<file path="src/rtl/i2c_pair_pkg.sv">
package i2c_pair_pkg;
  localparam int unsigned BYTE_W = 8;
  localparam int unsigned CNT_W  = $clog2(BYTE_W);

  typedef enum logic [3:0] {
    ST_IDLE,
    ST_ADDR,
    ST_ADDR_ACK,
    ST_CMD,
    ST_CMD_ACK,
    ST_WDATA,
    ST_WDATA_ACK,
    ST_RDATA,
    ST_RACK,
    ST_IGNORE
  } tgt_state_e;
endpackage

</file>
<file path="src/rtl/i2c_pair_line_sync.sv">
module i2c_pair_line_sync #(
  parameter int unsigned STAGES = 2
) (
  input  logic clk_i,
  input  logic rst_ni,
  input  logic scl_i,
  input  logic sda_i,
  output logic scl_o,
  output logic sda_o,
  output logic scl_rise_o,
  output logic scl_fall_o,
  output logic start_o,
  output logic stop_o
);
  logic [STAGES-1:0] scl_chain, sda_chain;
  logic scl_q, sda_q;

  always_ff @(posedge clk_i or negedge rst_ni) begin
    if (!rst_ni) begin
      scl_chain <= '1;
      sda_chain <= '1;
      scl_q     <= 1'b1;
      sda_q     <= 1'b1;
    end else begin
      scl_chain <= {scl_chain[STAGES-2:0], scl_i};
      sda_chain <= {sda_chain[STAGES-2:0], sda_i};
      scl_q     <= scl_chain[STAGES-1];
      sda_q     <= sda_chain[STAGES-1];
    end
  end

  assign scl_o      = scl_chain[STAGES-1];
  assign sda_o      = sda_chain[STAGES-1];
  assign scl_rise_o = scl_o & ~scl_q;
  assign scl_fall_o = ~scl_o & scl_q;
  // SDA edges only count as conditions while SCL stayed high
  assign start_o    = scl_o & scl_q & sda_q & ~sda_o;
  assign stop_o     = scl_o & scl_q & ~sda_q & sda_o;
endmodule

</file>
<file path="src/rtl/i2c_pair_ptr.sv">
module i2c_pair_ptr #(
  parameter int unsigned PTR_W = 3
) (
  input  logic             clk_i,
  input  logic             rst_ni,
  input  logic             load_i,
  input  logic [PTR_W-1:0] load_val_i,
  input  logic             flip_i,
  output logic [PTR_W-1:0] ptr_o
);
  logic [PTR_W-1:0] ptr_q;

  always_ff @(posedge clk_i or negedge rst_ni) begin
    if (!rst_ni)     ptr_q <= '0;
    else if (load_i) ptr_q <= load_val_i;
    else if (flip_i) ptr_q <= {ptr_q[PTR_W-1:1], ~ptr_q[0]};
  end

  assign ptr_o = ptr_q;


  pair_flip_chk: assert property (@(posedge clk_i) disable iff (!rst_ni)
    (flip_i && !load_i) |=> (ptr_q[PTR_W-1:1] == $past(ptr_q[PTR_W-1:1]))
                            && (ptr_q[0] != $past(ptr_q[0])));

  ptr_hold_chk: assert property (@(posedge clk_i) disable iff (!rst_ni)
    (!flip_i && !load_i) |=> $stable(ptr_q));
endmodule

</file>
<file path="src/rtl/i2c_pair_target.sv">
module i2c_pair_target
  import i2c_pair_pkg::*;
#(
  parameter int unsigned STRAP_W     = 3,
  parameter logic [6:0]  BASE_ADDR   = 7'b0100000,
  parameter int unsigned PTR_W       = 3,
  parameter int unsigned SYNC_STAGES = 2
) (
  input  logic               clk_i,
  input  logic               rst_ni,
  input  logic               scl_i,
  input  logic               sda_i,
  output logic               sda_oe_o,
  input  logic [STRAP_W-1:0] strap_i,
  output logic [PTR_W-1:0]   reg_ptr_o,
  output logic               reg_wr_o,
  output logic [BYTE_W-1:0]  reg_wdata_o,
  input  logic [BYTE_W-1:0]  reg_rdata_i
);
  localparam logic [CNT_W-1:0] CNT_LAST = CNT_W'(BYTE_W - 1);

  logic scl_s, sda_s, scl_rise, scl_fall, start, stop;

  i2c_pair_line_sync #(.STAGES(SYNC_STAGES)) u_sync (
    .clk_i, .rst_ni, .scl_i, .sda_i,
    .scl_o(scl_s), .sda_o(sda_s),
    .scl_rise_o(scl_rise), .scl_fall_o(scl_fall),
    .start_o(start), .stop_o(stop)
  );

  tgt_state_e        state_q;
  logic [CNT_W-1:0]  cnt_q;
  logic              full_q, rw_q, mack_q;
  logic [BYTE_W-1:0] sr_q;
  logic              sda_oe_q, wr_en_q, ptr_load_q, rd_flip_q;
  logic [6:0]        addr_rx;
  logic              addr_hit;

  assign addr_rx  = sr_q[BYTE_W-1:1];
  assign addr_hit = (addr_rx[6:STRAP_W] == BASE_ADDR[6:STRAP_W])
                 && (addr_rx[STRAP_W-1:0] == strap_i);

  i2c_pair_ptr #(.PTR_W(PTR_W)) u_ptr (
    .clk_i, .rst_ni,
    .load_i(ptr_load_q),
    .load_val_i(sr_q[PTR_W-1:0]),
    .flip_i(wr_en_q | rd_flip_q),
    .ptr_o(reg_ptr_o)
  );

  always_ff @(posedge clk_i or negedge rst_ni) begin
    if (!rst_ni) begin
      state_q    <= ST_IDLE;
      cnt_q      <= '0;
      full_q     <= 1'b0;
      rw_q       <= 1'b0;
      mack_q     <= 1'b0;
      sr_q       <= '0;
      sda_oe_q   <= 1'b0;
      wr_en_q    <= 1'b0;
      ptr_load_q <= 1'b0;
      rd_flip_q  <= 1'b0;
    end else begin
      wr_en_q    <= 1'b0;
      ptr_load_q <= 1'b0;
      rd_flip_q  <= 1'b0;
      if (start) begin
        state_q  <= ST_ADDR;
        cnt_q    <= '0;
        full_q   <= 1'b0;
        sda_oe_q <= 1'b0;
      end else if (stop) begin
        state_q  <= ST_IDLE;
        full_q   <= 1'b0;
        sda_oe_q <= 1'b0;
      end else begin
        unique case (state_q)
          ST_ADDR, ST_CMD, ST_WDATA: begin
            if (scl_rise && !full_q) begin
              sr_q  <= {sr_q[BYTE_W-2:0], sda_s};
              cnt_q <= cnt_q + 1'b1;
              if (cnt_q == CNT_LAST) full_q <= 1'b1;
            end else if (scl_fall && full_q) begin
              full_q <= 1'b0;
              if (state_q == ST_ADDR) begin
                if (addr_hit) begin
                  rw_q     <= sr_q[0];
                  sda_oe_q <= 1'b1;
                  state_q  <= ST_ADDR_ACK;
                end else begin
                  state_q  <= ST_IGNORE;
                end
              end else if (state_q == ST_CMD) begin
                ptr_load_q <= 1'b1;
                sda_oe_q   <= 1'b1;
                state_q    <= ST_CMD_ACK;
              end else begin
                sda_oe_q <= 1'b1;
                state_q  <= ST_WDATA_ACK;
              end
            end
          end
          ST_ADDR_ACK: if (scl_fall) begin
            cnt_q <= '0;
            if (rw_q) begin
              sr_q     <= reg_rdata_i;
              sda_oe_q <= ~reg_rdata_i[BYTE_W-1];
              state_q  <= ST_RDATA;
            end else begin
              sda_oe_q <= 1'b0;
              state_q  <= ST_CMD;
            end
          end
          ST_CMD_ACK: if (scl_fall) begin
            sda_oe_q <= 1'b0;
            cnt_q    <= '0;
            state_q  <= ST_WDATA;
          end
          ST_WDATA_ACK: begin
            if (scl_rise) wr_en_q <= 1'b1;  // commit on the ack clock
            else if (scl_fall) begin
              sda_oe_q <= 1'b0;
              cnt_q    <= '0;
              state_q  <= ST_WDATA;
            end
          end
          ST_RDATA: begin
            if (scl_rise) begin
              cnt_q <= cnt_q + 1'b1;
              if (cnt_q == CNT_LAST) full_q <= 1'b1;
            end else if (scl_fall) begin
              if (full_q) begin
                full_q   <= 1'b0;
                sda_oe_q <= 1'b0;
                state_q  <= ST_RACK;
              end else begin
                sr_q     <= {sr_q[BYTE_W-2:0], 1'b0};
                sda_oe_q <= ~sr_q[BYTE_W-2];
              end
            end
          end
          ST_RACK: begin
            if (scl_rise) begin
              rd_flip_q <= 1'b1;
              mack_q    <= ~sda_s;
            end else if (scl_fall) begin
              if (mack_q) begin
                sr_q     <= reg_rdata_i;
                sda_oe_q <= ~reg_rdata_i[BYTE_W-1];
                state_q  <= ST_RDATA;
              end else begin
                state_q  <= ST_IGNORE;
              end
            end
          end
          default: ;
        endcase
      end
    end
  end

  assign sda_oe_o    = sda_oe_q;
  assign reg_wr_o    = wr_en_q;
  assign reg_wdata_o = sr_q;


  start_enter_chk: assert property (@(posedge clk_i) disable iff (!rst_ni)
    start |=> (state_q == ST_ADDR) && !sda_oe_q);

  stop_release_chk: assert property (@(posedge clk_i) disable iff (!rst_ni)
    stop |=> (state_q == ST_IDLE) && !sda_oe_q);

  wr_pulse_chk: assert property (@(posedge clk_i) disable iff (!rst_ni)
    wr_en_q |=> !wr_en_q);

  wr_ack_phase_chk: assert property (@(posedge clk_i) disable iff (!rst_ni)
    $rose(wr_en_q) |-> scl_s);

  drive_on_low_chk: assert property (@(posedge clk_i) disable iff (!rst_ni)
    $rose(sda_oe_q) |-> !scl_s);

  ignore_quiet_chk: assert property (@(posedge clk_i) disable iff (!rst_ni)
    (state_q == ST_IGNORE) |-> !sda_oe_q && !wr_en_q && !ptr_load_q);
endmodule

</file>
<file path="config.mk">
export PLATFORM = sky130hd
export DESIGN_NAME = i2c_pair_target
export DESIGN_NICKNAME = d
export VERILOG_FILES = /design/src/rtl/i2c_pair_pkg.sv /design/src/rtl/i2c_pair_line_sync.sv /design/src/rtl/i2c_pair_ptr.sv /design/src/rtl/i2c_pair_target.sv
export SDC_FILE = /design/constraint.sdc
export NUM_CORES = 1
export LEC_CHECK = 0
export BUFFER_PORTS_ARGS = -buffer_cell sky130_fd_sc_hd__buf_2
export CAP_MARGIN = 15
export CORE_MARGIN = 1.5
export CORE_UTILIZATION = 57
export CTS_BUF_LIST = sky130_fd_sc_hd__clkbuf_4
export CTS_CLUSTER_DIAMETER = 100
export CTS_CLUSTER_SIZE = 30
export DETAILED_ROUTE_END_ITERATION = 16
export HOLD_SLACK_MARGIN = 0.08
export PLACE_DENSITY = 0.92
export SKIP_LAST_GASP = 1
export SYNTH_ARGS = -nofsm -noshare
export SYNTH_HDL_FRONTEND = slang
export SYNTH_SLANG_ARGS = --single-unit
</file>
<file path="constraint.sdc">
create_clock -name clk_i -period 3.1 [get_ports clk_i]
set_input_delay 0.62 -clock clk_i [delete_from_list [all_inputs] [get_ports clk_i]]
set_output_delay 0.62 -clock clk_i [all_outputs]
set_load 0.03 [all_outputs]
</file>
==> metrics.yaml <==
critical_path:
  crit_path_start_kind: "flop"
  crit_path_max_fanout: 20
  r2r_slack_ps: 610
  crit_end: "reg_wdata_o[7]$_DFFE_PN0P_"
  critPathArrivalTime_ps: 2720
  crit_type: "flop to flop"
  reg2reg_depth: 5
  reg2reg_from: "state_q[0]$_DFFE_PN0P_"
  regToRegEndpoint: "reg_wdata_o[7]$_DFFE_PN0P_"
  startpoint: "state_q[0]$_DFFE_PN0P_"
  crit_path_end_kind: "flop"
  cp_data_required_time_ps: 3330
sta:
  finalSetupTns_ps: 0
  min_period_ps: 2493
  worstMarginPinSlew_ps: 655.7
  timing.hold.ws_ps: 304.6
  fmax_mhz: 401.2
  setup_viol: 0
  finClkSkew_ps: 3.786
  period_share: 0.8041
  relSlewSlack: 0.5629
  hold_viol: 0
  drv_slew: 0
  rsz0062_at_grt: "no"
clock_network:
  clk_path_buf_depth: 2
  clockRootBuffer: "clkbuf_4"
  post_cts_buffers: 0
  cts_made_buffers: 5
  clk_latency_ps: 330
  path_clk_slew_ps: 90
  cts_resized: 0
  cts.sinks: 31
  ctsHoldBuffers: 0
  cts_tree: "built"
  htreeDepth: 2
global_routing:
  grt_pass1_wl_microns: 6734
  overflow: 0
  grt_pass1_vias: 1406
  grt_max_degree: 32
  grt_usage: 0.2564
  antenna_found_initial: 0
floorplan:
  die-height_microns: 60.50
  io_pins: 28
  start_util: 0.6073
  core_area_sq_mm: 0.003103
  rows: 20
  fp.dieArea_sq_mm: 0.003660
  die_w_microns: 60.50
layout:
  nNetsFinal: 225
  syn_to_final_growth_pct: 10.16
  n_antenna_cell: 0
  drive_above_1_share: 0.3301
synthesis:
  synth_nets: 200
  yosysTopAreaCellShare: 0.3320
  synth_largest_area_cell: "dfrtp_1"
  synth.cell_area_sq_mm: 0.001884
  syn_avg_cell_area_sq_um: 10.47
  async_reset_ff_frac: 1.000
  synth-seq-cells: 31
  synthTopCellsByArea: "dfrtp_1, dfstp_2, mux2_2"
  synth.most_common_cell: "dfrtp_1"
  synthCells: 180
  synth_cell_types: 52
  synthFlopType: "dfrtp_1"
  synth_warnings: 0
  yosysSeqAreaShare: 0.4157
  synth_common_cells: "dfrtp_1, nand2_1, nor2_1"
  synth-edff-count: 0
pwr:
  powerDensity_mw_per_mm2: 779.1
  p_total_w: 0.001617
  ir_drop_uv: 647.8
  p_leak_nw: 0.9646
placed_design:
  place_congestion: 0.9146
  hpwl_microns: 2961
  port_buffers: 27
worst_hold_path:
  worstHoldPathType: "input pin to async pin"
routing:
  wl_per_cell_microns: 16.05
  wl_microns: 4013
  initialDrtViolationCount: 64
  routed_via_density: 6.008
  via_count: 1502
  antenna_left: 0
  drc: 0
  dr.pass1.iters: 5
run:
  maxCapViolCount: 0
status:
  status: "finished clean"
per-stage QoR:
step	std cells	cell area (sq um)	setup slack, ps	utilization
after floorplan	180	1884	849.0	-
after global placement	242	2023	713.5	0.6520
after detailed placement	242	2023	621.3	0.6520
after CTS	250	2076	608.0	0.6690
after global routing	250	2076	433.6	0.6690
final	250	2076	607.4	0.6690
cell families (layout without fill, tap and decap cells):
kind of cell	after synthesis	count (layout)	synth area share
and+or+nand+nor	60	60	0.1859
AOI/OAI and AO/OA	41	41	0.1620
DFF	31	31	0.4157
muxes	20	20	0.1348
buffers and inverters	18	44	0.04515
adders and majority gates	5	5	0.03320
xor gates and xnor gates	5	5	0.02324
worst max-delay path, stage by stage, from the launching register on:
cell	delay, ps
dfrtp_1	610
nor4b_4	530
a21oi_4	130
o31a_1	130
or4_4	630
mux2_4	340
routing by layer:
metal | track usage | vias up | part of all wire
met2 | 0.3944 | 76 | 0.49
met3 | 0.06610 | 15 | 0.072
met1 | 0.3444 | 709 | 0.41
met4 | 0.1149 | 0 | 0.028
li1 | - | 702 | -
met5 | 0 | - | 0
placed cells by master (no fill, tap or decap), types with 2 or more instances in the layout:
master	count
nand2_1	13
a211oi_1	2
inv_1	9
and2_1	2
a31oi_1	2
nand2b_1	7
xor2_1	5
o2111ai_1	2
a22o_1	3
dfrtp_1	25
mux2_4	8
nand4b_1	2
nand3_1	3
dfstp_2	6
o21ai_0	7
a22oi_1	2
nor3_1	2
mux2_2	11
o22ai_1	3
or4b_2	2
clkbuf_4	6
a21oi_1	5
clkinv_1	2
ha_1	5
nor2_1	13
a2bb2oi_1	3
buf_2	27
nor2b_1	5
sequential cells by signal (all words and copies together) (netlist names):
| register | count |
|---|---|
| u_sync.sda_chain | 2 |
| u_sync.scl_chain | 2 |
| rd_flip_q | 1 |
| ptr_load_q | 1 |
| reg_wr_o | 1 |
| u_sync.scl_q | 1 |
| rw_q | 1 |
| sda_oe_o | 1 |
| full_q | 1 |
| u_sync.sda_q | 1 |
| state_q | 4 |
| cnt_q | 3 |
| reg_wdata_o | 8 |
| u_ptr.ptr_o | 3 |
| mack_q | 1 |
worst min path at each step:
| stage | start | endpoint | slack, ps | depth (start not counted) |
|---|---|---|---|---|
| floorplan | rst_ni | cnt_q[0]$_DFFE_PN0P_ | 320 | 0 |
| global placement | u_sync.sda_chain[0]$_DFF_PN1_ | u_sync.sda_chain[1]$_DFF_PN1_ | 350 | 0 |
| detailed placement | u_sync.sda_chain[0]$_DFF_PN1_ | u_sync.sda_chain[1]$_DFF_PN1_ | 350 | 0 |
| CTS | rst_ni | reg_wdata_o[3]$_DFFE_PN0P_ | 320 | 1 |
| global route | rst_ni | rd_flip_q$_DFF_PN0_ | 360 | 1 |
| finish | rst_ni | reg_wdata_o[3]$_DFFE_PN0P_ | 300 | 1 |
power by group:
group / leakage [nW] / internal, W / switching (W)
logic: 0.551 / 0.000337 / 0.000377
registers: 0.383 / 0.000513 / 0.000170
clock network: 0.0307 / 0.0000924 / 0.000128
cell type report:
class	instances	area, sq um
Fill cell	253	1027
Multi-Input combinational cell	131	1016
Sequential cell	31	783.3
Timing Repair Buffer	27	135.1
Tap cell	44	55.05
Clock buffer	6	45.04
Inverter	9	33.78
Clock inverter	2	7.507
No activity file was read; power rests on OpenSTA's default activity.
